**config.mk**
```make
export PLATFORM = sky130hd
export DESIGN_NAME = srec_loader
export DESIGN_NICKNAME = d
export VERILOG_FILES = /design/src/rtl/srec_pkg.sv /design/src/rtl/srec_uart_rx.sv /design/src/rtl/srec_parser.sv /design/src/rtl/srec_packer.sv /design/src/rtl/srec_loader.sv
export SDC_FILE = /design/constraint.sdc
export NUM_CORES = 2
export LEC_CHECK = 0
export ABC_AREA = 1
export BUFFER_PORTS_ARGS = -buffer_cell sky130_fd_sc_hd__buf_2
export CAP_MARGIN = 20
export CELL_PAD_IN_SITES_DETAIL_PLACEMENT = 1
export CELL_PAD_IN_SITES_GLOBAL_PLACEMENT = 2
export CORE_MARGIN = 4
export CORE_UTILIZATION = 39
export DETAILED_ROUTE_END_ITERATION = 8
export PLACE_DENSITY = 0.8
export SKIP_CTS_REPAIR_TIMING = 1
export SYNTH_ARGS = -nofsm -noshare
export SYNTH_HDL_FRONTEND = slang
export SYNTH_SLANG_ARGS = --single-unit
```
**constraint.sdc**
```tcl
create_clock -name clk -period 12.6 [get_ports clk]
set_input_delay 1.89 -clock clk [delete_from_list [all_inputs] [get_ports clk]]
set_output_delay 1.89 -clock clk [all_outputs]
set_load 0.05 [all_outputs]
```
**src/rtl/srec_pkg.sv**
```systemverilog
package srec_pkg;

    typedef enum logic [2:0] {
        P_HUNT, P_TYPE, P_COUNT, P_ADDR, P_DATA, P_SUM, P_EMIT
    } pstate_t;

    typedef enum logic [1:0] {K_DATA, K_TERM, K_INFO, K_BAD} rkind_t;

    // {valid, nibble}
    function automatic logic [4:0] hex_val(input logic [7:0] c);
        if (c >= 8'h30 && c <= 8'h39) return {1'b1, 4'(c - 8'h30)};
        if (c >= 8'h41 && c <= 8'h46) return {1'b1, 4'(c - 8'h37)};
        if (c >= 8'h61 && c <= 8'h66) return {1'b1, 4'(c - 8'h57)};
        return 5'd0;
    endfunction

    function automatic rkind_t rec_kind(input logic [3:0] t);
        unique case (t)
            4'd1, 4'd2, 4'd3: return K_DATA;
            4'd7, 4'd8, 4'd9: return K_TERM;
            4'd0, 4'd5, 4'd6: return K_INFO;
            default:          return K_BAD;
        endcase
    endfunction

    function automatic logic [2:0] addr_bytes(input logic [3:0] t);
        unique case (t)
            4'd0, 4'd1, 4'd5, 4'd9: return 3'd2;
            4'd2, 4'd6, 4'd8:       return 3'd3;
            4'd3, 4'd7:             return 3'd4;
            default:                return 3'd0;
        endcase
    endfunction

endpackage

```
**src/rtl/srec_uart_rx.sv**
```systemverilog
module srec_uart_rx #(
    parameter int CLKS_PER_TICK = 27,
    parameter int OSR           = 16
) (
    input  logic       clk,
    input  logic       rst_n,
    input  logic       rx_i,
    output logic       byte_vld_o,
    output logic [7:0] byte_o
);
    localparam int DIVW = $clog2(CLKS_PER_TICK) + 1;
    localparam int OSW  = $clog2(OSR);
    localparam int HALF = OSR / 2;

    typedef enum logic [2:0] {U_IDLE, U_START, U_DATA, U_STOP, U_BREAK} ustate_t;

    ustate_t          state_q, nxt;
    logic             rx_s1, rx_s2;
    logic [DIVW-1:0]  div_q;
    logic             tick;
    logic [OSW-1:0]   os_q;
    logic [2:0]       bit_q;
    logic [7:0]       shift_q;

    always_ff @(posedge clk or negedge rst_n) begin
        if (!rst_n) begin
            rx_s1 <= 1'b1;
            rx_s2 <= 1'b1;
            div_q <= '0;
        end else begin
            rx_s1 <= rx_i;
            rx_s2 <= rx_s1;
            div_q <= tick ? '0 : div_q + DIVW'(1);
        end
    end

    assign tick = (div_q == DIVW'(CLKS_PER_TICK - 1));

    always_ff @(posedge clk or negedge rst_n) begin
        if (!rst_n) state_q <= U_IDLE;
        else        state_q <= nxt;
    end

    always_comb begin
        nxt = state_q;
        unique case (state_q)
            U_IDLE:  if (tick && !rx_s2) nxt = U_START;
            U_START: if (tick && os_q == OSW'(HALF - 1)) nxt = rx_s2 ? U_IDLE : U_DATA;
            U_DATA:  if (tick && os_q == OSW'(OSR - 1) && bit_q == 3'd7) nxt = U_STOP;
            U_STOP:  if (tick && os_q == OSW'(OSR - 1)) nxt = rx_s2 ? U_IDLE : U_BREAK;
            U_BREAK: if (rx_s2) nxt = U_IDLE;
            default: nxt = U_IDLE;
        endcase
    end

    always_ff @(posedge clk or negedge rst_n) begin
        if (!rst_n) begin
            os_q       <= '0;
            bit_q      <= '0;
            shift_q    <= '0;
            byte_vld_o <= 1'b0;
            byte_o     <= '0;
        end else begin
            byte_vld_o <= 1'b0;
            if (tick) begin
                unique case (state_q)
                    U_IDLE: begin
                        os_q  <= '0;
                        bit_q <= '0;
                    end
                    U_START: os_q <= (os_q == OSW'(HALF - 1)) ? '0 : os_q + OSW'(1);
                    U_DATA: begin
                        os_q <= os_q + OSW'(1);
                        if (os_q == OSW'(OSR - 1)) begin
                            shift_q <= {rx_s2, shift_q[7:1]};
                            bit_q   <= bit_q + 3'd1;
                        end
                    end
                    U_STOP: begin
                        os_q <= os_q + OSW'(1);
                        if (os_q == OSW'(OSR - 1) && rx_s2) begin
                            byte_vld_o <= 1'b1;
                            byte_o     <= shift_q;
                        end
                    end
                    default: os_q <= '0;
                endcase
            end
        end
    end


    vld_pulse_chk: assert property (@(posedge clk) disable iff (!rst_n)
        byte_vld_o |=> !byte_vld_o);


    stop_high_chk: assert property (@(posedge clk) disable iff (!rst_n)
        byte_vld_o |-> $past(rx_s2));

endmodule

```
**src/rtl/srec_parser.sv**
```systemverilog
module srec_parser
    import srec_pkg::*;
#(
    parameter int BA_W      = 16,
    parameter int MAX_BYTES = 256
) (
    input  logic            clk,
    input  logic            rst_n,
    input  logic            ch_vld_i,
    input  logic [7:0]      ch_i,
    output logic            emit_vld_o,
    output logic [7:0]      emit_byte_o,
    output logic [BA_W-1:0] emit_addr_o,
    output logic            emit_last_o,
    output logic            hold_o,
    output logic            err_o
);
    localparam int IDX_W = $clog2(MAX_BYTES);

    pstate_t          state_q, nxt;
    rkind_t           kind_q;
    logic [2:0]       alen_q, aleft_q;
    logic [7:0]       remain_q, sum_q;
    logic [BA_W-1:0]  addr_q;
    logic [IDX_W-1:0] nbytes_q, idx_q;
    logic             hi_q;
    logic [3:0]       nib_q;
    logic [7:0]       dbuf [MAX_BYTES];

    logic [4:0] hv;
    logic       is_hex, pair_done, is_digit, sum_ok;
    logic [7:0] byte_w;
    logic [3:0] digit;

    assign hv        = hex_val(ch_i);
    assign is_hex    = hv[4];
    assign pair_done = ch_vld_i && is_hex && hi_q;
    assign byte_w    = {nib_q, hv[3:0]};
    assign is_digit  = (ch_i[7:4] == 4'h3) && (ch_i[3:0] <= 4'd9);
    assign digit     = ch_i[3:0];
    assign sum_ok    = (byte_w == ~sum_q);

    always_ff @(posedge clk or negedge rst_n) begin
        if (!rst_n) state_q <= P_HUNT;
        else        state_q <= nxt;
    end

    always_comb begin
        nxt = state_q;
        unique case (state_q)
            P_HUNT: if (ch_vld_i && ch_i == 8'h53) nxt = P_TYPE;
            P_TYPE: if (ch_vld_i)
                        nxt = (is_digit && rec_kind(digit) != K_BAD) ? P_COUNT : P_HUNT;
            P_COUNT, P_ADDR, P_DATA, P_SUM: begin
                if (ch_vld_i && !is_hex) nxt = P_HUNT;
                else if (pair_done) begin
                    if (state_q == P_COUNT)
                        nxt = (byte_w < ({5'd0, alen_q} + 8'd1)) ? P_HUNT : P_ADDR;
                    else if (state_q == P_ADDR) begin
                        if (aleft_q == 3'd1) nxt = (remain_q == 8'd2) ? P_SUM : P_DATA;
                    end else if (state_q == P_DATA) begin
                        if (remain_q == 8'd2) nxt = P_SUM;
                    end else
                        nxt = (sum_ok && kind_q == K_DATA && nbytes_q != '0) ? P_EMIT : P_HUNT;
                end
            end
            P_EMIT: if (emit_last_o) nxt = P_HUNT;
            default: nxt = P_HUNT;
        endcase
    end

    always_ff @(posedge clk or negedge rst_n) begin
        if (!rst_n) begin
            kind_q   <= K_BAD;
            alen_q   <= '0;
            aleft_q  <= '0;
            remain_q <= '0;
            sum_q    <= '0;
            addr_q   <= '0;
            nbytes_q <= '0;
            idx_q    <= '0;
            hi_q     <= 1'b0;
            nib_q    <= '0;
            hold_o   <= 1'b0;
            err_o    <= 1'b0;
        end else begin
            unique case (state_q)
                P_HUNT: begin
                    hi_q <= 1'b0;
                    if (ch_vld_i && ch_i == 8'h53) hold_o <= 1'b1;
                end
                P_TYPE: if (ch_vld_i) begin
                    kind_q <= rec_kind(digit);
                    alen_q <= addr_bytes(digit);
                    hi_q   <= 1'b0;
                end
                P_COUNT, P_ADDR, P_DATA, P_SUM: if (ch_vld_i) begin
                    if (!is_hex) hi_q <= 1'b0;
                    else if (!hi_q) begin
                        nib_q <= hv[3:0];
                        hi_q  <= 1'b1;
                    end else begin
                        hi_q <= 1'b0;
                        if (state_q == P_COUNT) begin
                            remain_q <= byte_w;
                            sum_q    <= byte_w;
                            aleft_q  <= alen_q;
                            addr_q   <= '0;
                            nbytes_q <= '0;
                        end else if (state_q == P_ADDR) begin
                            addr_q   <= {addr_q[BA_W-9:0], byte_w};
                            sum_q    <= sum_q + byte_w;
                            remain_q <= remain_q - 8'd1;
                            aleft_q  <= aleft_q - 3'd1;
                        end else if (state_q == P_DATA) begin
                            nbytes_q <= nbytes_q + IDX_W'(1);
                            sum_q    <= sum_q + byte_w;
                            remain_q <= remain_q - 8'd1;
                        end else begin
                            idx_q <= '0;
                            if (!sum_ok)                err_o  <= 1'b1;
                            else if (kind_q == K_TERM)  hold_o <= 1'b0;
                        end
                    end
                end
                P_EMIT: idx_q <= idx_q + IDX_W'(1);
                default: ;
            endcase
        end
    end

    always_ff @(posedge clk) begin
        if (state_q == P_DATA && pair_done) dbuf[nbytes_q] <= byte_w;
    end

    assign emit_vld_o  = (state_q == P_EMIT);
    assign emit_byte_o = dbuf[idx_q];
    assign emit_addr_o = addr_q + BA_W'(idx_q);
    assign emit_last_o = (idx_q == nbytes_q - IDX_W'(1));


    hold_release_chk: assert property (@(posedge clk) disable iff (!rst_n)
        $fell(hold_o) |-> $past(state_q) == P_SUM);


    err_sticky_chk: assert property (@(posedge clk) disable iff (!rst_n)
        err_o |=> err_o);


    emit_end_chk: assert property (@(posedge clk) disable iff (!rst_n)
        (emit_vld_o && emit_last_o) |=> state_q == P_HUNT);

endmodule

```
**src/rtl/srec_packer.sv**
```systemverilog
module srec_packer #(
    parameter int MEM_AW = 14
) (
    input  logic              clk,
    input  logic              rst_n,
    input  logic              bv_i,
    input  logic [7:0]        byte_i,
    input  logic [MEM_AW+1:0] baddr_i,
    input  logic              last_i,
    output logic              we_o,
    output logic [MEM_AW-1:0] waddr_o,
    output logic [31:0]       wdata_o,
    output logic [3:0]        wbe_o
);
    logic [31:0] acc_d_q, merged_d, be_mask;
    logic [3:0]  acc_b_q, merged_b;
    logic [1:0]  lane;
    logic        flush;

    assign lane     = baddr_i[1:0];
    assign merged_d = acc_d_q | ({24'd0, byte_i} << (8 * lane));
    assign merged_b = acc_b_q | (4'b0001 << lane);
    assign flush    = (lane == 2'd3) || last_i;

    always_ff @(posedge clk or negedge rst_n) begin
        if (!rst_n) begin
            acc_d_q <= '0;
            acc_b_q <= '0;
            we_o    <= 1'b0;
            waddr_o <= '0;
            wdata_o <= '0;
            wbe_o   <= '0;
        end else begin
            we_o <= 1'b0;
            if (bv_i) begin
                if (flush) begin
                    we_o    <= 1'b1;
                    waddr_o <= baddr_i[MEM_AW+1:2];
                    wdata_o <= merged_d;
                    wbe_o   <= merged_b;
                    acc_d_q <= '0;
                    acc_b_q <= '0;
                end else begin
                    acc_d_q <= merged_d;
                    acc_b_q <= merged_b;
                end
            end
        end
    end

    always_comb begin
        for (int k = 0; k < 4; k++) be_mask[8*k +: 8] = {8{wbe_o[k]}};
    end


    lane_zero_chk: assert property (@(posedge clk) disable iff (!rst_n)
        we_o |-> ((wdata_o & ~be_mask) == 32'd0));


    be_nonzero_chk: assert property (@(posedge clk) disable iff (!rst_n)
        we_o |-> wbe_o != 4'd0);

endmodule

```
**src/rtl/srec_loader.sv**
```systemverilog
module srec_loader #(
    parameter int CLKS_PER_TICK = 27,
    parameter int MEM_AW        = 14,
    parameter int MAX_BYTES     = 256
) (
    input  logic              clk,
    input  logic              rst_n,
    input  logic              rx_i,
    output logic              mem_we_o,
    output logic [MEM_AW-1:0] mem_addr_o,
    output logic [31:0]       mem_wdata_o,
    output logic [3:0]        mem_be_o,
    output logic              hold_o,
    output logic              err_o
);
    localparam int BA_W = MEM_AW + 2;

    logic            ch_vld;
    logic [7:0]      ch;
    logic            em_vld, em_last;
    logic [7:0]      em_byte;
    logic [BA_W-1:0] em_addr;

    srec_uart_rx #(.CLKS_PER_TICK(CLKS_PER_TICK), .OSR(16)) rx_u (
        .clk(clk), .rst_n(rst_n), .rx_i(rx_i),
        .byte_vld_o(ch_vld), .byte_o(ch)
    );

    srec_parser #(.BA_W(BA_W), .MAX_BYTES(MAX_BYTES)) parse_u (
        .clk(clk), .rst_n(rst_n), .ch_vld_i(ch_vld), .ch_i(ch),
        .emit_vld_o(em_vld), .emit_byte_o(em_byte), .emit_addr_o(em_addr),
        .emit_last_o(em_last), .hold_o(hold_o), .err_o(err_o)
    );

    srec_packer #(.MEM_AW(MEM_AW)) pack_u (
        .clk(clk), .rst_n(rst_n), .bv_i(em_vld), .byte_i(em_byte),
        .baddr_i(em_addr), .last_i(em_last),
        .we_o(mem_we_o), .waddr_o(mem_addr_o), .wdata_o(mem_wdata_o), .wbe_o(mem_be_o)
    );


    we_under_hold_chk: assert property (@(posedge clk) disable iff (!rst_n)
        mem_we_o |-> hold_o);

endmodule

```
==> summary.md <==
| Metric | Value |
|---|---|
| Status | finished clean |
| Die X-Extent | 503 µm |
| Switching share of power | approximately a fifth |
| Overall global routing resource usage | 23.4% |
| Number of distinct standard cells referenced by the synthesized netlist | 54 |
| Initial antenna violation count | 6 |
| Post-synthesis share of cell area spent on and, or, nand and nor gates | 18.5% |
| Terminus of the critical flop-to-flop path | pack_u.wdata_o[22] |
| Full die area | 253000 µm² |
| # rows | about 180 |
| Port-buffer cells | between 50 and 60 |
| Final Skew | 43.9 ps |
| Drt first-iter violations | ~6200 |
| Internal power | between 10 and 15 mW |
| Mux contribution to synthesized area | less than 1% |
| Number of nets still failing antenna checks after routing | 0 |
| Total global routing overflow | 0 |
| Share of flip-flops with an asynchronous set or reset after synthesis | roughly 8.4% |
| Dominant register cell in the synthesized netlist | sky130_fd_sc_hd__edfxtp_1 |
| Worst path arrival time | roughly 6300 ps |
| P_leak | 37.1 nW |
| Root buffer cell | sky130_fd_sc_hd__clkbuf_16 |
| Average size of a mapped cell | between 10 and 15 µm² |
| Estimated wirelength of the detail-placed design | 173 mm |
| Number of endpoints with negative hold slack in the final report | 0 |
| Share of the synthesized area in compound gates (AO/OA/AOI/OAI) | 6.08% |
| Total clock buffers created by CTS | around 230 |
| Max_slew headroom | 26.3% |
| DR WL/cell | 24.5 µm |
| Largest family of logic cells by synthesized area | simple AND/OR/NAND/NOR gates |
| Gate count of the mapped netlist | slightly below 9000 |
| Number of flip-flops and latches in the synthesized netlist | roughly 2200 |
| Final worst hold slack | approximately 360 ps |
| Switching pwr | 3.01 mW |
| Final setup vio count | 0 |
| Type of destination of the critical path | flip-flop |
| Number of nets in the final layout | a little under 9000 |
| Critical setup path kind | reg2reg |
| Via count of the first global-routing pass | slightly below 70000 |
| Sum of negative setup slack | 0 ps |
| Sequential fraction of the synthesis area | between 60% and 70% |
| Class of the tightest hold or removal check | reg2reg |
| Shortest period the worst path allows | between 5000 and 6000 ps |
| Syn_nets | ~9000 |
| Fmax achieved | around 180 MHz |
| Number of flops mapped to enable cells by yosys | a little over 2000 |
| End point of the critical path | pack_u.wdata_o[22] |
| Wire length of the first global-routing pass | ~450 mm |
| CORE AREA | between 200000 and 250000 µm² |
| Number of levels in the clock H-tree | 4 |
| Crit Reg-Reg Startpoint | parse_u.idx_q[0] |
| Residual DRC count | 0 |
| Sinks on the clock net | 2236 |
| Setup repair after global routing missed its margin | no |
| Beginning of the critical path | parse_u.idx_q[0] |
| Critical path startpoint category | flip-flop |
| Worst vdd rail ir drop | approximately 0.13 mV |
| Vias/cell | roughly 5.4 |
| Detailed-routing iteration count for the pre-antenna-repair pass | 6 |
| Post-synthesis cell area | between 90000 and 100000 µm² |
| Number of primary I/O pins | 56 |
| Clock tree from TritonCTS | yes |
| Worst-path maximum fanout | between 150 and 200 |
| MaxCap Viol Count | 0 |
| Post-Synth XOR/XNOR Area | 0.266% |
| Sequential power share | approximately 53% |
| Tcrit/Tclk final | 43.5% |
| Maximum clock path buffer count | 3 |
| Area delta synth->final | 11.1% |
| Clock latency reported for the late side of the worst-skew pair | 880 ps |
| Reg2reg setup slack | ~7100 ps |
| Initial Utilization | 39.2% |
| Pin count of the biggest net entering global routing | between 150 and 200 |
| Final routed wirelength across all metal layers | about 300 mm |
| Power share of the clock group | between 40% and 50% |
| Adder and majority cell fraction of the synthesized area | less than 1% |
| Data required time of the worst path | about 13000 ps |
| Layout cells sized above 1 | around 6.6% |
| Number of cells on the worst reg-to-reg path | 19 |
| Vertical die dimension | between 500 and 600 µm |
| Placer's final routability congestion estimate | roughly 0.83 |
| Post-CTS clock slew at the launch and capture registers of the worst setup and hold paths | 60 ps |
| Final number of max-transition violations | 0 |
| YS warnings | 0 |
| Pwr dens | between 100 and 150 nW/µm² |
| Actual transition at the worst max-transition pin | approximately 1100 ps |
| Part of the power in combinational logic | less than 1% |
| Overall via count from detail_route | 65887 |
[how the worst min path moves through the flow]
stage                     startpoint         end  slack, ps  depth (start not counted)
after floorplan           rx_u.rx_s1  rx_u.rx_s2        350                          0
after global placement    rx_u.rx_s1  rx_u.rx_s2        350                          0
after detailed placement  rx_u.rx_s1  rx_u.rx_s2        350                          0
after CTS                 rx_u.rx_s1  rx_u.rx_s2        360                          0
after global routing      rx_u.rx_s1  rx_u.rx_s2        360                          0
final                     rx_u.rx_s1  rx_u.rx_s2        360                          0
[routing by layer]
layer | track usage (%) | share of wire [%] | vias to the layer above
li1 | - | - | 29835
met1 | 31.5 | 43 | 33767
met2 | 38.7 | 48 | 1799
met3 | 3.42 | 5.5 | 484
met4 | 8.28 | 3.7 | 2
met5 | 0 | 0.0043 | -
[cell type report]
cell class / count / area (µm²)
fillers: 26437 / 137000
flip-flops and latches: 2236 / 66200
multi-input cells: 5552 / 24300
clock buffers: 288 / 6190
well taps: 3202 / 4010
inverters: 624 / 2390
clock inverters: 146 / 1430
repair buffers: 167 / 1380
diodes: 4 / 10.0
[sequential cells by signal, summed over array words and instances, names as in the netlist, 14 cells and up]
name,flops
pack_u.waddr_o,14
pack_u.wdata_o,32
parse_u.addr_q,16
parse_u.dbuf,2048
pack_u.acc_d_q,32
[cells in the mapped netlist, drive strengths merged (2+ instances only)]
cell type  instances  area [µm²]
buf              315        1880
or2               10        62.6
dfstp              4         105
o211ai           111         833
clkbuf           192         721
xnor2             13         114
nand2           2282        8580
o21ai            746        3730
nand3            669        3460
a2bb2oi            4        35.0
a31oi              9        56.3
nand4              8        56.3
nor3b              2        15.0
nor3              37         185
inv              619        2320
and3               2        12.5
a21boi             2        15.0
o22ai             19         119
ha                38         475
edfxtp          2048       61500
nor4               4        25.0
o21a               3        22.5
o31ai              4        30.0
nand3b             2        15.0
clkinv             5        18.8
nor2            1382        5230
a21oi            176         881
dfrtp            184        4600
xor2              16         140
fa                 2        40.0
[power by group through the flow]
stage | Sequential [mW] | Combinational, mW | Clock, mW
after global routing | 7.99 | 0.0515 | 7.39
after detailed placement | 8.15 | 0.0451 | 0
after global placement | 8.15 | 0.0434 | 0
after CTS | 7.99 | 0.0452 | 7.07
after floorplan | 8.15 | 0.0240 | 0
final | 7.99 | 0.0448 | 6.96
[logic make-up after synthesis]
family / Yosys count
AND/OR/NAND/NOR: 4399
multiplexers: 1
AO/OA/AOI/OAI: 1083
XOR/XNOR: 29
adder cells (fa/ha/maj): 40
flip-flops: 2236
buffers and inverters: 1131
[stage by stage]
stage / cells / instance area (µm²) / util (%) / power (mW) / setup WS [ps]
6_report: 12219 / 106000 / 43.6 / 15.0 / 7120
3_5_place_dp: 11773 / 98300 / 40.4 / 8.19 / 7350
2_1_floorplan: 8919 / 95400 / - / 8.17 / 2160
4_1_cts: 12207 / 106000 / 43.5 / 15.1 / 7270
5_1_grt: 12217 / 106000 / 43.6 / 15.4 / 6760
3_3_place_gp: 11770 / 98200 / 40.4 / 8.19 / 7440
[cells in the final DEF (no fill, tap or decap), types with 18 or more instances in the layout]
cell type / netlist / layout
sky130_fd_sc_hd__a21oi_1: 176 / 175
sky130_fd_sc_hd__buf_12: 1 / 18
sky130_fd_sc_hd__buf_2: 175 / 55
sky130_fd_sc_hd__buf_4: 41 / 87
sky130_fd_sc_hd__bufinv_16: 0 / 25
sky130_fd_sc_hd__clkbuf_1: 192 / 46
sky130_fd_sc_hd__clkbuf_16: 0 / 239
sky130_fd_sc_hd__clkinv_1: 5 / 61
sky130_fd_sc_hd__clkinv_2: 0 / 48
sky130_fd_sc_hd__dfrtp_1: 184 / 176
sky130_fd_sc_hd__edfxtp_1: 2048 / 2048
sky130_fd_sc_hd__ha_1: 38 / 38
sky130_fd_sc_hd__inv_1: 612 / 608
sky130_fd_sc_hd__nand2_1: 2275 / 2266
sky130_fd_sc_hd__nand3_1: 647 / 643
sky130_fd_sc_hd__nand3_2: 22 / 22
sky130_fd_sc_hd__nor2_1: 1373 / 1371
sky130_fd_sc_hd__nor3_1: 37 / 33
sky130_fd_sc_hd__o211ai_1: 111 / 111
sky130_fd_sc_hd__o21ai_0: 555 / 555
sky130_fd_sc_hd__o21ai_1: 191 / 191
sky130_fd_sc_hd__o22ai_1: 19 / 19
[critical path, stage by stage (launching register included)]
cell and delay, ps:
sky130_fd_sc_hd__dfrtp_4 840, sky130_fd_sc_hd__buf_4 670, sky130_fd_sc_hd__buf_12 550, sky130_fd_sc_hd__buf_4 850
sky130_fd_sc_hd__nor2_1 120, sky130_fd_sc_hd__nor2_1 120, sky130_fd_sc_hd__nand2_1 70, sky130_fd_sc_hd__nand2_1 70
sky130_fd_sc_hd__nand2_1 70, sky130_fd_sc_hd__nand2_1 100, sky130_fd_sc_hd__nor2_1 50, sky130_fd_sc_hd__nand2_1 70
sky130_fd_sc_hd__nand3_1 380, sky130_fd_sc_hd__nand3_1 230, sky130_fd_sc_hd__nand3_1 270, sky130_fd_sc_hd__nand2_2 300
sky130_fd_sc_hd__nand3_2 110, sky130_fd_sc_hd__nand2_1 80, sky130_fd_sc_hd__nand2_1 50, sky130_fd_sc_hd__nand2_1 80
Note: power is estimated with default switching activity, not from simulation.
